File: src/rtl/pd_wake_pkg.sv
package pd_wake_pkg;
  typedef enum logic [2:0] {
    ST_IDLE,
    ST_GRACE,
    ST_DOWN,
    ST_SETTLE,
    ST_IRQ
  } pd_state_e;
endpackage

File: src/rtl/pd_wake_cnt.sv
module pd_wake_cnt #(
  parameter int unsigned W = 5
) (
  input  logic clk_i,
  input  logic rst_ni,
  input  logic ce_i,
  input  logic clr_i,
  output logic tc_o
);
  logic [W-1:0] cnt_q;

  always_ff @(posedge clk_i or negedge rst_ni) begin
    if (!rst_ni)     cnt_q <= '0;
    else if (clr_i)  cnt_q <= '0;
    else if (ce_i)   cnt_q <= cnt_q + W'(1);
  end

  // terminal count: enabled increment from all ones
  assign tc_o = ce_i & ~clr_i & (&cnt_q);

  AST_CNT_STEP: assert property (@(posedge clk_i) disable iff (!rst_ni)
    (ce_i && !clr_i) |=> (cnt_q == ($past(cnt_q) + W'(1))));
  AST_CNT_CLEAR: assert property (@(posedge clk_i) disable iff (!rst_ni)
    clr_i |=> (cnt_q == '0));
endmodule

File: src/rtl/pd_wake_merge.sv
module pd_wake_merge #(
  parameter int unsigned N_USR = 8
) (
  input  logic [N_USR-1:0] usr_irq_i,
  input  logic             card_irq_i,
  input  logic             key_irq_i,
  input  logic             route_i,
  output logic             wake_o
);
  logic any_src;

  assign any_src = (|usr_irq_i) | card_irq_i | key_irq_i;
  assign wake_o  = route_i & any_src;
endmodule

File: src/rtl/pd_wake_seq.sv
module pd_wake_seq
  import pd_wake_pkg::*;
#(
  parameter int unsigned N_USR    = 8,
  parameter int unsigned GRACE_W  = 5,
  parameter int unsigned SETTLE_W = 9
) (
  input  logic             clk_i,
  input  logic             rst_ni,
  input  logic             pd_req_i,
  input  logic             wake_route_i,
  input  logic [N_USR-1:0] usr_irq_i,
  input  logic             card_irq_i,
  input  logic             key_irq_i,
  output logic             ana_off_o,
  output logic             cpu_irq_o
);
  pd_state_e state_q, state_d;
  logic      wake;
  logic      g_ce, g_tc;
  logic      s_ce, s_tc;

  pd_wake_merge #(.N_USR(N_USR)) u_merge (
    .usr_irq_i  (usr_irq_i),
    .card_irq_i (card_irq_i),
    .key_irq_i  (key_irq_i),
    .route_i    (wake_route_i),
    .wake_o     (wake)
  );

  // grace counter runs on every edge that keeps the request alive with no wake
  assign g_ce = pd_req_i & ~wake & ((state_q == ST_IDLE) | (state_q == ST_GRACE))
              | pd_req_i & (state_q == ST_IDLE);
  // settle counter counts the wake edge itself as the first
  assign s_ce = (state_q == ST_SETTLE)
              | (wake & (state_q == ST_DOWN))
              | (wake & pd_req_i & (state_q == ST_GRACE));

  pd_wake_cnt #(.W(GRACE_W)) u_grace_cnt (
    .clk_i  (clk_i),
    .rst_ni (rst_ni),
    .ce_i   (g_ce),
    .clr_i  (~g_ce),
    .tc_o   (g_tc)
  );

  pd_wake_cnt #(.W(SETTLE_W)) u_settle_cnt (
    .clk_i  (clk_i),
    .rst_ni (rst_ni),
    .ce_i   (s_ce),
    .clr_i  (~s_ce),
    .tc_o   (s_tc)
  );

  always_comb begin
    state_d = state_q;
    unique case (state_q)
      ST_IDLE:   if (pd_req_i) state_d = ST_GRACE;
      ST_GRACE: begin
        if (!pd_req_i)  state_d = ST_IDLE;
        else if (wake)  state_d = ST_SETTLE;  // wake beats terminal count
        else if (g_tc)  state_d = ST_DOWN;
      end
      ST_DOWN:   if (wake) state_d = ST_SETTLE;
      ST_SETTLE: if (s_tc) state_d = ST_IRQ;
      ST_IRQ:    if (!pd_req_i) state_d = ST_IDLE;
      default:   state_d = ST_IDLE;
    endcase
  end

  always_ff @(posedge clk_i or negedge rst_ni) begin
    if (!rst_ni) state_q <= ST_IDLE;
    else         state_q <= state_d;
  end

  // release is combinational: the clock is stopped while down
  assign ana_off_o = (state_q == ST_DOWN) & ~wake;
  assign cpu_irq_o = (state_q == ST_IRQ);

  AST_DOWN_FROM_GRACE: assert property (@(posedge clk_i) disable iff (!rst_ni)
    (state_q == ST_DOWN && $past(state_q) != ST_DOWN) |-> $past(state_q == ST_GRACE));
  AST_IRQ_AFTER_SETTLE: assert property (@(posedge clk_i) disable iff (!rst_ni)
    $rose(cpu_irq_o) |-> $past(state_q == ST_SETTLE));
  AST_OFF_IRQ_EXCL: assert property (@(posedge clk_i) disable iff (!rst_ni)
    !(ana_off_o && cpu_irq_o));
  AST_UNROUTED_HOLD: assert property (@(posedge clk_i) disable iff (!rst_ni)
    (state_q == ST_DOWN && !wake_route_i) |=> (state_q == ST_DOWN));
  AST_IDLE_QUIET: assert property (@(posedge clk_i) disable iff (!rst_ni)
    (state_q == ST_IDLE && !pd_req_i) |=> (state_q == ST_IDLE));
  AST_GRACE_WAKE: assert property (@(posedge clk_i) disable iff (!rst_ni)
    (state_q == ST_GRACE && pd_req_i && wake) |=> (state_q == ST_SETTLE));
endmodule

File: config.mk
export PLATFORM = sky130hd
export DESIGN_NAME = pd_wake_seq
export DESIGN_NICKNAME = d
export VERILOG_FILES = /design/src/rtl/pd_wake_pkg.sv /design/src/rtl/pd_wake_cnt.sv /design/src/rtl/pd_wake_merge.sv /design/src/rtl/pd_wake_seq.sv
export SDC_FILE = /design/constraint.sdc
export NUM_CORES = 1
export LEC_CHECK = 0
export BUFFER_PORTS_ARGS = -buffer_cell sky130_fd_sc_hd__buf_2
export CAP_MARGIN = 20
export CORE_MARGIN = 1.5
export CORE_UTILIZATION = 53
export CTS_CLUSTER_DIAMETER = 150
export DETAILED_ROUTE_END_ITERATION = 6
export GPL_ROUTABILITY_DRIVEN = 0
export GPL_TIMING_DRIVEN = 1
export HOLD_SLACK_MARGIN = 0.05
export PLACE_DENSITY_LB_ADDON = 0.05
export SLEW_MARGIN = 25
export SYNTH_ARGS = -nofsm -noshare
export SYNTH_HDL_FRONTEND = slang
export SYNTH_SLANG_ARGS = --single-unit
File: constraint.sdc
create_clock -name clk_i -period 2.5 [get_ports clk_i]
set_input_delay 0.25 -clock clk_i [delete_from_list [all_inputs] [get_ports clk_i]]
set_output_delay 0.25 -clock clk_i [all_outputs]
set_load 0.02 [all_outputs]
* Yosys cells after proc, flatten, opt, wreduce, memory -nomap -nowiden
Cells that the tools add are included. W data, S select, Z words.
Operators by class: add/subtract/negate cells 2, equal/unequal tests 9, mux-type cells 10, bitwise logic cells 17, reduce and logical (&&, ||, !) cells 5
Operator list (count):
- $mux W3 | 7
- $pmux W3 S5 | 1
- $and A1 B1 Y1 | 10
- $reduce_and A5 Y1 | 2
- $add A9 B1 Y9 const B | 1
- $mux W9 | 1
- $reduce_and A9 Y1 | 1
- $ne A2 B2 Y1 const B | 4
- $reduce_or A8 Y1 | 1
- $eq A3 B2 Y1 const B | 2
- $or A1 B1 Y1 | 6
- $add A5 B1 Y5 const B | 1
- $mux W5 | 1
- $ne A4 B4 Y1 const B | 1
- $eq A3 B1 Y1 const B | 1
- $eq A3 B3 Y1 const B | 1
- $logic_not A3 Y1 | 1
- $not A1 Y1 | 1
Word-level totals: register bits after elaboration 17, input port bits 14, output and inout port bits 2, logic and storage cells 46

* Logic depth before layout (Yosys ltp)
depth in word-level cells 13, depth in mapped cells 9, depth with buffers taken out 9

* Hierarchy
From an unflattened synthesis, not the netlist that was laid out.
Unflattened totals: cells, all modules 98, area total of the unflattened synthesis 975.9 µm²
By module, submodules not included:
- pd_wake_cnt (u_settle_cnt) | instances 1, cells an instance 45, area each 446.7 µm², sequential area each 225.2 µm²
- pd_wake_cnt (u_grace_cnt) | instances 1, cells an instance 24, area each 284.0 µm², sequential area each 125.1 µm²
- pd_wake_seq | instances 1, cells an instance 24, area each 219.0 µm², sequential area each 75.1 µm²
- pd_wake_merge | instances 1, cells an instance 5, area each 26.3 µm², sequential area each 0.0 µm²

* Least setup slack after synthesis
Ideal clock, no wire load.
path type register to register, from reg u_settle_cnt.cnt_q[0], to reg state_q[0], setup time 0.125 ns, arrival 1.815 ns, required time 2.375 ns, slack 0.561 ns, stages on the path, launching flop included 10, buffers on the path 0, period minus slack after synthesis 1.939 ns, cell sequence dfrtp_1 -> ha_1 -> nand3_1 -> nor2_1 -> and3_1 -> ha_1 -> inv_1 -> a31oi_1 -> o311ai_4 -> mux2_2
On the way: cells in the longest elaborated chain, start to end 4
RTL lines:
- start: declaration | RTL line pd_wake_cnt.sv:10 | logic [W-1:0] cnt_q;
- start signal: assignment | RTL line pd_wake_cnt.sv:15 | else if (ce_i) cnt_q <= cnt_q + W'(1);
- $reduce_and A9 Y1 | RTL line pd_wake_cnt.sv:19 | assign tc_o = ce_i & ~clr_i & (&cnt_q);
- $and A1 B1 Y1 | RTL line pd_wake_cnt.sv:19
- $ne A2 B2 Y1 (no source line)
- $reduce_and A5 Y1 (no source line)
- end signal: assignment | RTL line pd_wake_seq.sv:73 | else state_q <= state_d;
- end: declaration | RTL line pd_wake_seq.sv:18 | pd_state_e state_q, state_d;
No other way between the ends. A chain may end at the register's enable or synchronous reset.

* Final worst setup path
Ends and elaborated chain as after synthesis.

==> impl_metrics.csv <==
group,metric,value,unit
pwr,seq_power_share,0.469,
route,dr.pass1.iters,6,
floorplanning,dieArea,1970,um^2
yosys,yosysSeqAreaShare,0.469,
yosys,synth_cell_types,33,
critical_path,setup.worst_path.class,"register to register",
grt,top_usage_layer,"met2",
clock_network,clock_latency,0.28,ns
sta,fin_hold_ws,0.402,ns
clock_network,root_buffer,"clkbuf_4",
grt,grtUsageTotal,0.186,
yosys,synth-edff-count,0,
critical_path,path_cells,"ha_1, nand3_1, nor2_1, and3_1, ha_1, inv_1, a31oi_1, o311ai_4, mux2_2",
yosys,ys.flop_type,"dfrtp_1",
floorplanning,io_pins,16,
route,ant_nets,0,
route,drt-initial-drc-count,14,
sta,finalCritPeriodShare,0.851,
layout,drive_above_1_share,0.233,
layout,nFillCells,120,
layout,area_growth,13.7,%
pwr,p_leak,0.494,nW
yosys,syn_area,907,um^2
status,status,"finished clean",
grt,grt_pass1_vias,603,
layout,final_core_util,0.661,
floorplanning,die_w,44.4,um
critical_path,crit_buf_inv,1,
clock_network,cts_setup_buffers,0,
pwr,intPower,535,uW
yosys,yosys_warnings,0,
clock_network,clk_pin_slew_worst_paths,0.10,ns
grt,grt_overflow,0,
clock_network,clock_sinks,17,
sta,fin_crit,2.13,ns
yosys,postSynthAreaPerCell,10.7,um^2
critical_path,cpPeakStageDelay,0.39,ns
pwr,swShare,0.370,
critical_path,arrival,2.30,ns
critical_path,cp_top_family,"simple AND/OR/NAND/NOR gates",
floorplanning,core-area,1560,um^2
pwr,combPwrFrac,0.363,
critical_path,cpMaxStageDelayCell,"dfrtp_1",
layout,nNetsFinal,122,
sta,fin_setup_tns,0,ns
critical_path,crit_required,2.68,ns
job,cap_viol_max_count,0,
route,via_per_inst,5.47,
pwr,power.clock.fraction,0.169,
route,route.detailed.drc,0,
sta,slew_viol_final,0,
pwr,ir_worst_vdd,0.424,mV
grt,met2_usage,0.294,
critical_path,critPathCaptureType,"register",
yosys,async_flop_share,1.00,
sta,maxSlewHeadroom,0.736,
sta,fmax,470,MHz
pwr,power.density,824,nW/um^2
critical_path,cpMostUsedCell,"ha_1",
grt,grt_util_met1,0.234,
floorplanning,row_count,14,
clock_network,clock_path_buffers,2,
placement,port_buffers,15,
sta,tightest_slew,0.393,ns
clock_network,cts_hold_buf,1,
sta,finalHoldViolations,0,
critical_path,cp-start-kind,"register",
grt,met3_usage,0.0653,
critical_path,crit_fanout,4,
route,totalWireLength,1.51,mm
clock_network,cts_tree,"yes",
route,vias,651,
floorplanning,die_y,44.4,um
clock_network,post_cts_resized,0,
sta,setup-violations-final,0,
grt,grt_max_degree,18,
yosys,ys_seq_elements,17,
layout,diodes,0,
floorplanning,initial_core_util,0.582,
grt,antenna_found_initial,0,
yosys,yosysTopAreaCellShare,0.469,
pwr,p_sw,314,uW
placement,dp.final_hpwl,1.13,mm
yosys,syn_inst,85,
min_path,min_path_type,"primary input to async pin",
sta,fin_skew,0.00276,ns
clock_network,h-tree-depth,1,
yosys,netlist_top_cells_area,"dfrtp_1 47%, ha_1 5.5%, nor2_1 5.0%, xnor2_1 3.9%, xor2_1 3.9%",
clock_network,cts_buffers,3,
yosys,synth_nets,103,
grt,grt_pass1_wl,2.58,mm
sta,rsz0062_at_grt,"false",
route,wl_per_cell,12.7,um
yosys,yosys.area.top_type,"dfrtp_1",
-- final timing paths --
kind,start,depth (start not counted),slack [ns],to
setup reg to reg,u_settle_cnt.cnt_q[0],9,0.37,state_q[0]
min in group clk_i,pd_req_i,4,0.41,u_grace_cnt.cnt_q[4]
hold reg to reg,u_grace_cnt.cnt_q[0],1,0.47,u_grace_cnt.cnt_q[0]
hold / removal,rst_ni,2,0.40,u_settle_cnt.cnt_q[6]
setup / recovery,u_settle_cnt.cnt_q[0],9,0.37,state_q[0]
max in group asynchronous,rst_ni,2,1.83,u_grace_cnt.cnt_q[4]
-- registers in the layout, summed over array words and instances, names as in the netlist --
| register | cells |
|---|---|
| state_q | 3 |
| u_settle_cnt.cnt_q | 9 |
| u_grace_cnt.cnt_q | 5 |
-- through the flow --
| step | cells | setup WS (ns) | total power [mW] | instance area, um^2 |
|---|---|---|---|---|
| after CTS | 119 | 0.372 | 0.860 | 1030 |
| after global routing | 119 | 0.189 | 0.917 | 1030 |
| final | 119 | 0.372 | 0.850 | 1030 |
| after global placement | 114 | 0.464 | 0.708 | 995 |
| after floorplan | 85 | 0.561 | 0.639 | 907 |
| after detailed placement | 114 | 0.396 | 0.712 | 995 |
-- cell usage in the layout, fill, tap and decap left out, types with 2 or more instances in the layout --
cell type / count
dfrtp_1: 17
buf_2: 15
nor2_1: 12
nor2b_1: 5
inv_1: 4
xor2_1: 4
xnor2_1: 4
ha_1: 4
nand3_1: 3
nand2_1: 3
clkbuf_4: 3
nand3b_1: 2
a21oi_1: 2
nor3b_1: 2
and3_1: 2
-- power by group through the flow --
stage / registers [mW] / clock network, mW / logic, mW
final: 0.398 / 0.143 / 0.308
after global routing: 0.411 / 0.167 / 0.339
after CTS: 0.398 / 0.151 / 0.311
after detailed placement: 0.404 / 0 / 0.308
after global placement: 0.401 / 0 / 0.306
after floorplan: 0.355 / 0 / 0.284
-- Yosys cell counts, types with 3 or more instances --
master and instances:
nand3_1 3, inv_1 4, nor2_1 12, xnor2_1 4, dfrtp_1 17, xor2_1 4, nor2b_1 5, ha_1 4
nand2_1 3
-- per-layer routing --
layer,wire length [um],vias up
li1,-,334
met1,733,297
met2,686,18
met3,78,2
met4,13,0
met5,0,-
-- layout make-up --
cell class	count	area [um^2]	share of cell area
flip-flops and latches	17	425	0.413
multi-input cells	62	459	0.445
clock buffers	4	26.3	0.0255
repair buffers	16	85.1	0.0825
well taps	16	20.0	0.0194
inverters	4	15.0	0.0146
-- cell families after synthesis --
family	count (synthesis)	synth area share
AND/OR/NAND/NOR	36	0.218
multiplexers	2	0.0234
XOR/XNOR	8	0.0772
adder cells (fa/ha/maj)	4	0.0552
buffers and inverters	6	0.0248
flip-flops	17	0.469
AO/OA/AOI/OAI	12	0.132
(Power assumes the default switching activity.)
